File: src/rtl/lrsc_pkg.sv
package lrsc_pkg;
   typedef enum logic [1:0] {
      OP_LOAD  = 2'b00,
      OP_STORE = 2'b01,
      OP_LRSV  = 2'b10,
      OP_SCOND = 2'b11
   } lrsc_op_e;
endpackage

File: src/rtl/lrsc_line_cmp.sv
// Compares the line part of a word address with a stored line number.
module lrsc_line_cmp #(
   parameter int AW       = 32,
   parameter int OFF_BITS = 4,
   localparam int LW      = AW - OFF_BITS
) (
   input  logic [AW-1:0] addr,
   input  logic [LW-1:0] line,
   output logic          hit
);
   generate
      if (OFF_BITS == 0) begin : g_word
         assign hit = (addr == line);
      end else begin : g_line
         wire unused_off = ^addr[OFF_BITS-1:0];
         assign hit = (addr[AW-1:OFF_BITS] == line);
      end
   endgenerate
endmodule

File: src/rtl/lrsc_resv_reg.sv
// Reservation flag and reserved line; arming takes priority over disarming.
module lrsc_resv_reg #(
   parameter int LW = 28
) (
   input  logic          clk,
   input  logic          rst_n,
   input  logic          arm,
   input  logic [LW-1:0] arm_line,
   input  logic          disarm,
   output logic          vld,
   output logic [LW-1:0] line
);
   always_ff @(posedge clk or negedge rst_n) begin
      if (!rst_n) begin
         vld  <= 1'b0;
         line <= '0;
      end else if (arm) begin
         vld  <= 1'b1;
         line <= arm_line;
      end else if (disarm) begin
         vld  <= 1'b0;
      end
   end
endmodule

File: src/rtl/lrsc_status_reg.sv
// Holds the outcome of the most recent store-conditional.
module lrsc_status_reg (
   input  logic clk,
   input  logic rst_n,
   input  logic upd,
   input  logic pass,
   output logic ok
);
   always_ff @(posedge clk or negedge rst_n) begin
      if (!rst_n)   ok <= 1'b0;
      else if (upd) ok <= pass;
   end
endmodule

File: src/rtl/lrsc_rsp_reg.sv
// Registers read data for loads and load-reserves.
module lrsc_rsp_reg #(
   parameter int DW = 32
) (
   input  logic          clk,
   input  logic          rst_n,
   input  logic          rd,
   input  logic [DW-1:0] rd_data,
   output logic          rsp_valid,
   output logic [DW-1:0] rsp_rdata
);
   always_ff @(posedge clk or negedge rst_n) begin
      if (!rst_n) begin
         rsp_valid <= 1'b0;
         rsp_rdata <= '0;
      end else begin
         rsp_valid <= rd;
         if (rd) rsp_rdata <= rd_data;
      end
   end
endmodule

File: src/rtl/lrsc_resv_unit.sv
module lrsc_resv_unit
   import lrsc_pkg::*;
#(
   parameter int AW       = 32,
   parameter int DW       = 32,
   parameter int OFF_BITS = 4
) (
   input  logic          clk,
   input  logic          rst_n,
   input  logic          req_valid,
   input  logic [1:0]    req_op,
   input  logic [AW-1:0] req_addr,
   input  logic [DW-1:0] req_wdata,
   input  logic          snoop_valid,
   input  logic [AW-1:0] snoop_addr,
   output logic          bus_valid,
   output logic          bus_write,
   output logic [AW-1:0] bus_addr,
   output logic [DW-1:0] bus_wdata,
   input  logic [DW-1:0] bus_rdata,
   output logic          rsp_valid,
   output logic [DW-1:0] rsp_rdata,
   output logic          sc_ok
);
   localparam int LW = AW - OFF_BITS;

   generate
      if (OFF_BITS < 0 || OFF_BITS >= AW || DW < 1) begin : g_bad_param
         initial $fatal(1, "lrsc_resv_unit: OFF_BITS must lie in [0, AW) and DW must be positive");
      end
   endgenerate

   lrsc_op_e      op;
   logic          is_lr, is_sc, is_rd;
   logic          resv_vld;
   logic [LW-1:0] resv_line;
   logic          req_hit, snp_hit, snp_kill, sc_pass;

   assign op    = lrsc_op_e'(req_op);
   assign is_lr = req_valid && (op == OP_LRSV);
   assign is_sc = req_valid && (op == OP_SCOND);
   assign is_rd = req_valid && (op == OP_LOAD || op == OP_LRSV);

   lrsc_line_cmp #(.AW(AW), .OFF_BITS(OFF_BITS)) u_req_cmp (
      .addr(req_addr), .line(resv_line), .hit(req_hit)
   );

   lrsc_line_cmp #(.AW(AW), .OFF_BITS(OFF_BITS)) u_snp_cmp (
      .addr(snoop_addr), .line(resv_line), .hit(snp_hit)
   );

   // A store from another agent to the reserved line beats a local conditional store.
   assign snp_kill = snoop_valid && snp_hit;
   assign sc_pass  = is_sc && resv_vld && req_hit && !snp_kill;

   lrsc_resv_reg #(.LW(LW)) u_resv (
      .clk(clk), .rst_n(rst_n),
      .arm(is_lr), .arm_line(req_addr[AW-1:OFF_BITS]),
      .disarm(snp_kill || is_sc),
      .vld(resv_vld), .line(resv_line)
   );

   lrsc_status_reg u_status (
      .clk(clk), .rst_n(rst_n), .upd(is_sc), .pass(sc_pass), .ok(sc_ok)
   );

   lrsc_rsp_reg #(.DW(DW)) u_rsp (
      .clk(clk), .rst_n(rst_n), .rd(is_rd), .rd_data(bus_rdata),
      .rsp_valid(rsp_valid), .rsp_rdata(rsp_rdata)
   );

   // Conditional stores reach the bus only when they pass; the rest go straight out.
   assign bus_valid = req_valid && (!is_sc || sc_pass);
   assign bus_write = bus_valid && req_op[0];
   assign bus_addr  = req_addr;
   assign bus_wdata = req_wdata;
endmodule

File: config.mk
export PLATFORM = sky130hd
export DESIGN_NAME = lrsc_resv_unit
export DESIGN_NICKNAME = d
export VERILOG_FILES = /design/src/rtl/lrsc_pkg.sv /design/src/rtl/lrsc_line_cmp.sv /design/src/rtl/lrsc_resv_reg.sv /design/src/rtl/lrsc_status_reg.sv /design/src/rtl/lrsc_rsp_reg.sv /design/src/rtl/lrsc_resv_unit.sv
export SDC_FILE = /design/constraint.sdc
export NUM_CORES = 1
export LEC_CHECK = 0
export ABC_AREA = 1
export BUFFER_PORTS_ARGS = -buffer_cell sky130_fd_sc_hd__clkbuf_2
export CAP_MARGIN = 25
export CORE_ASPECT_RATIO = 0.6
export CORE_UTILIZATION = 25
export CTS_CLUSTER_SIZE = 12
export DETAILED_ROUTE_END_ITERATION = 12
export PLACE_DENSITY = 0.51
export SETUP_SLACK_MARGIN = 0.3
export SLEW_MARGIN = 20
export SYNTH_ARGS = -nofsm -noshare
export SYNTH_HDL_FRONTEND = slang
export SYNTH_SLANG_ARGS = --single-unit
File: constraint.sdc
create_clock -name clk -period 1.5 [get_ports clk]
set_clock_uncertainty 0.1 [all_clocks]
set_input_delay 0.075 -clock clk [delete_from_list [all_inputs] [get_ports clk]]
set_output_delay 0.075 -clock clk [all_outputs]
set_load 0.01 [all_outputs]
# Word-level counts from Yosys, hierarchy flattened
# Cells that the tools add are included.
# word_totals
regBits,63
in_bits,134
out_inout_bits,100
wordCells,27
# op_classes
n_mux,2
n_eq_ne,4
reduce_logical,16
# ops
operator,n
28-bit equality test,2
1-bit logical AND,9
"2-bit equality test, second input constant",2
1-bit logical OR,3
1-bit logical NOT,2
2-bit logical NOT,1
1-bit two-way mux,2
2-bit nonzero test,1

# Logic depth before layout (Yosys ltp)
# logic_depth
depth_word,8
depth_mapped,11
depth_no_buf,11

# Hierarchy
# A second synthesis with hierarchy kept.
# unflattened
hier_cells,608
area_unflattened_um2,4102.7
# modules_own_cells
module,instances,area_each_um2,seq_area_each_um2,cells_each
lrsc_rsp_reg,1,1317.5,825.8,137
lrsc_resv_reg,1,1113.6,725.7,123
lrsc_line_cmp,2,539.3,0.0,132
lrsc_resv_unit,1,553.0,0.0,79
lrsc_status_reg,1,40.0,25.0,5

# Worst setup path after synthesis
# No wires, ideal clock.
# synth_timing
path_kind,register to output
startpoint,register u_resv.line[22]
endpoint,output port bus_valid
setup_slack_ps,177
t_arrival_ps,1148
required_time_ps,1325
stages_incl_launch_ff,11
path_buffers,0
path_cell_list,dfrtp_1 inv_1 nand2_1 nand2_1 nor2_1 nand2_1 nor2_1 nand2_1 nor2_1 nand2_1 a21oi_1
# synth_via
elab_chain_len,6
elab_cells_between_ends,8
cone_classes,eq/ne (2); reduce/logical (6)
# synth_lines
element,line_no,text
from (decl),lrsc_resv_reg.sv:11,output logic [LW-1:0] line
from (signal assigned),lrsc_resv_reg.sv:19,line <= arm_line;
28-bit equality test,lrsc_line_cmp.sv:16,assign hit = (addr[AW-1:OFF_BITS] == line);
1-bit logical AND,lrsc_resv_unit.sv:53,assign snp_kill = snoop_valid && snp_hit;
1-bit logical NOT,lrsc_resv_unit.sv:54,assign sc_pass = is_sc && resv_vld && req_hit && !snp_kill;
1-bit logical AND *,lrsc_resv_unit.sv:54,
1-bit logical OR *,lrsc_resv_unit.sv:73,assign bus_valid = req_valid && (!is_sc || sc_pass);
1-bit logical AND *,lrsc_resv_unit.sv:73,
to (decl),lrsc_resv_unit.sv:16,"output logic bus_valid,"
# Every way passes the cells marked *; elsewhere a longest branch is shown, timed or not.

# Worst setup path after layout
# layout_timing
startpoint,register u_resv.line[10]
endpoint,output port bus_valid
# Same word-level chain as after synthesis.

==> run summary <==
H-tree levels: 3
Clock insertion delay at the later pin of the skew report: 0.33 ns
Number of fill cells in the layout: 1604
Global-route usage over all layers: 14.28%
Initial core utilization: 26.08%
Antenna-violating nets left: 0
CP endpoint: bus_valid
Share of total power in combinational logic: 24.6%
Std-Cell Rows: 34
Data arrival time at the worst-slack endpoint: 1.77 ns
Die height: 97.99 µm
Number of input and output port buffers inserted: 157
Die Area: 15870 µm²
Final Wtd Congestion: 0.7929
Largest driver fanout on the critical path: 4
Global-route wire length before repair: 17440 µm
Clock Pin Slew Worst Setup and Hold Paths: 0.06 ns
Cell internal pwr: 3882 µW
Number of antenna violations at the first check in global routing: 0
Critical path depth in cells: 8
Nets: 867
Reg-to-reg startpoint: u_resv.line[10]
Root cell of the clock tree: clkbuf_16
Maximum vdd drop: 0.0003678 V
Post-DP HPWL: 7834 µm
Mapped Nets: 698
Worst Max-Slew Pin Slew: 0.3632 ns
Number of buffers created by CTS: 9
Switching Share: 29.87%
Endpoint required time on the critical path: 1.32 ns
Maximum clock path buffer count: 2
Gr ovfl total: 0
Max-slew violation count: 0
Setup slack after layout: -0.4476 ns
Critical Path Source: u_resv.line[10]
Part of the Yosys area used for sequential elements: 41.07%
R2r setup slk: -0.08 ns
Vias per inst: 3.904
Standard cell with the maximum stage delay on the critical path: dfrtp_1
Total length of routed wires: 10720 µm
Highest cell delay on the worst timing path: 0.41 ns
Overall die width: 162.0 µm
Cell breakdown of the critical path: xor2_1, nor2_1, nand3_1, nor2_1, nand2_1, nand2_2, a21oi_2, buf_2
TritonCTS clock tree: done
Endpoint class of the critical path: output port
Most used cells in the layout excluding fill and tap cells: 259 x nand2_1, 154 x clkbuf_2, 75 x inv_1
Count of buffer and inverter cells on the critical path: 1
Status: complete, but fails checks
Cell variety after synth: 20
Core occupancy in the finished layout: 36.92%
Relative contribution of the clock network to total power: 37.1%
Hold Crit Class: in2out
Leakage power of the design: 0.003143 µW
MaxCap Viol Count: 0
Hold violation total from the final report: 0
YS warnings: 0
Fmax achieved: 513.5 MHz
Number of cells produced by synthesis: 564
Fraction of power consumed by sequential logic: 38.3%
Maximum number of pins on one net before global-route repair: 44
Unrepaired setup endpoints after global routing: yes
Starting DRC count in detailed routing: 125
DRC violations left: 0
Failing checks: setup timing
Detailed Routing Iterations Pass 1: 4
Final setup violation count: 4
Area of the core region: 14720 µm²
Worst reg-to-reg path cell count: 7
Total of flip-flops plus latches after synthesis: 63
I/O pins: 234
CTS sink count: 63
Final total negative setup slack: -1.038 ns
Avg Inst Size Synth: 6.806 µm²
Signed area change from the synthesized netlist to the final layout: 41.56%
Most common library cell in the layout ignoring fill and taps: nand2_1
R2R Path End: u_status.ok
Relative slew slack: 75.79%
Shortest clock period the worst path allows after layout: 1.948 ns
Share of layout cells above drive strength 1: 27.58%
Detail-routed net length per standard cell: 11.47 µm
Crit path top cell by count: nor2_1
Power density over cell area: 1019 nW/µm²
Final period utilization: 129.8%
Count of inserted antenna diode cells: 0
Vias after detailed routing: 3646
Kind of launch point of the worst setup path: flip-flop
Switch Pwr: 1654 µW
Via count of the first global-routing pass: 3509
Crit path kind: reg2out
Worst path top cell family by delay: simple AND/OR/NAND/NOR gates
Post-synth design cell area: 3839 µm²
-- power groups by stage --
stage               combinational (µW)  sequential (µW)  clock, µW
detailed placement                1200             2140          0
global route                      1560             2160       2200
CTS                               1360             2120       2130
floorplan                          765             2170          0
global placement                  1200             2140          0
finish                            1360             2120       2050
-- cell families after synthesis --
logic type                synth area share [%]
buffers and inverters                    21.02
xor gates and xnor gates                 2.738
DFF                                      41.07
AOI/OAI and AO/OA                        4.726
and+or+nand+nor                          29.86
muxes                                   0.5867
-- timing repair --
action / CTS / global route
cloned: 0 / 0
resized for setup: 9 / 5
buffers inserted: 2 / 2
pin swaps: 4 / 5
hold endpoints to repair: 123 / 0
setup endpoints to repair: 4 / 4
hold buffers: 61 / 0
-- registers in the layout, summed over array words and instances (netlist names) --
name,flops
u_rsp.rsp_rdata,32
u_resv.line,28
u_resv.vld,1
u_rsp.rsp_valid,1
u_status.ok,1
-- cell usage after synthesis --
cell	instances	area [µm²]
nand4_1	1	6.260
nor2_1	35	131.4
nand2_1	260	975.9
a21boi_0	1	7.510
o22ai_1	1	6.260
buf_4	64	480.5
xor2_1	3	26.28
nor2_4	1	11.26
nand3_1	3	15.01
mux2_2	2	22.52
nand2_2	1	6.260
inv_1	76	285.3
o21ai_0	27	135.1
buf_1	1	3.750
dfrtp_1	63	1577
o211ai_1	1	7.510
clkbuf_1	10	37.54
xnor2_1	9	78.83
a21oi_1	4	20.02
o21ai_1	1	5.000
-- area by class of cell --
type | count | area (µm²) | share of cell area (%)
Multi-Input combinational cell | 350 | 1498 | 27.56
Clock buffer | 10 | 239.0 | 4.398
Inverter | 76 | 285.3 | 5.250
Clock inverter | 4 | 47.55 | 0.8750
Timing Repair Buffer | 233 | 1540 | 28.34
Tap cell | 198 | 247.7 | 4.559
Sequential cell | 63 | 1577 | 29.01
-- layer usage --
layer,vias up,share of wire (%),GRT usage (%),routed length (µm)
li1,1944,-,-,-
met1,1582,53,20.58,5628
met2,110,41,20.47,4364
met3,10,5.5,3.866,589
met4,0,1.3,4.499,135
met5,-,0,0,0
-- metrics by stage --
| stage | setup WS [ns] | power (µW) | hold slack, ns | cell area (µm²) | std cells |
|---|---|---|---|---|---|
| 2_1_floorplan | 0.1985 | 2937 | -0.3206 | 3846 | 564 |
| 3_3_place_gp | -0.1554 | 3343 | -0.09903 | 4468 | 855 |
| 3_5_place_dp | -0.1745 | 3342 | -0.1014 | 4468 | 855 |
| 4_1_cts | -0.4610 | 5603 | 0.05007 | 5414 | 932 |
| 5_1_grt | -0.5989 | 5922 | 0.05002 | 5434 | 934 |
| 6_report | -0.4476 | 5536 | 0.05000 | 5434 | 934 |
-- worst reg2reg max path, cell delays in order, from the launching register on --
cell and delay, ns:
dfrtp_1 0.41, xor2_1 0.17, nor2_1 0.19, nand3_1 0.14, nor2_1 0.12, nand2_1 0.09, nand2_2 0.12, o21ai_0 0.10
-- how the worst min path moves through the flow --
stage / startpoint / endpoint / slack (ns) / depth (start not counted)
6_report: req_wdata[13] / bus_wdata[13] / 0.05 / 0
5_1_grt: req_wdata[1] / bus_wdata[1] / 0.05 / 0
4_1_cts: req_addr[2] / bus_addr[2] / 0.05 / 0
3_5_place_dp: rst_n / u_rsp.rsp_rdata[2] / -0.10 / 1
3_3_place_gp: rst_n / u_rsp.rsp_rdata[6] / -0.1 / 1
2_1_floorplan: rst_n / u_resv.line[0] / -0.32 / 0
(Power assumes the default switching activity.)
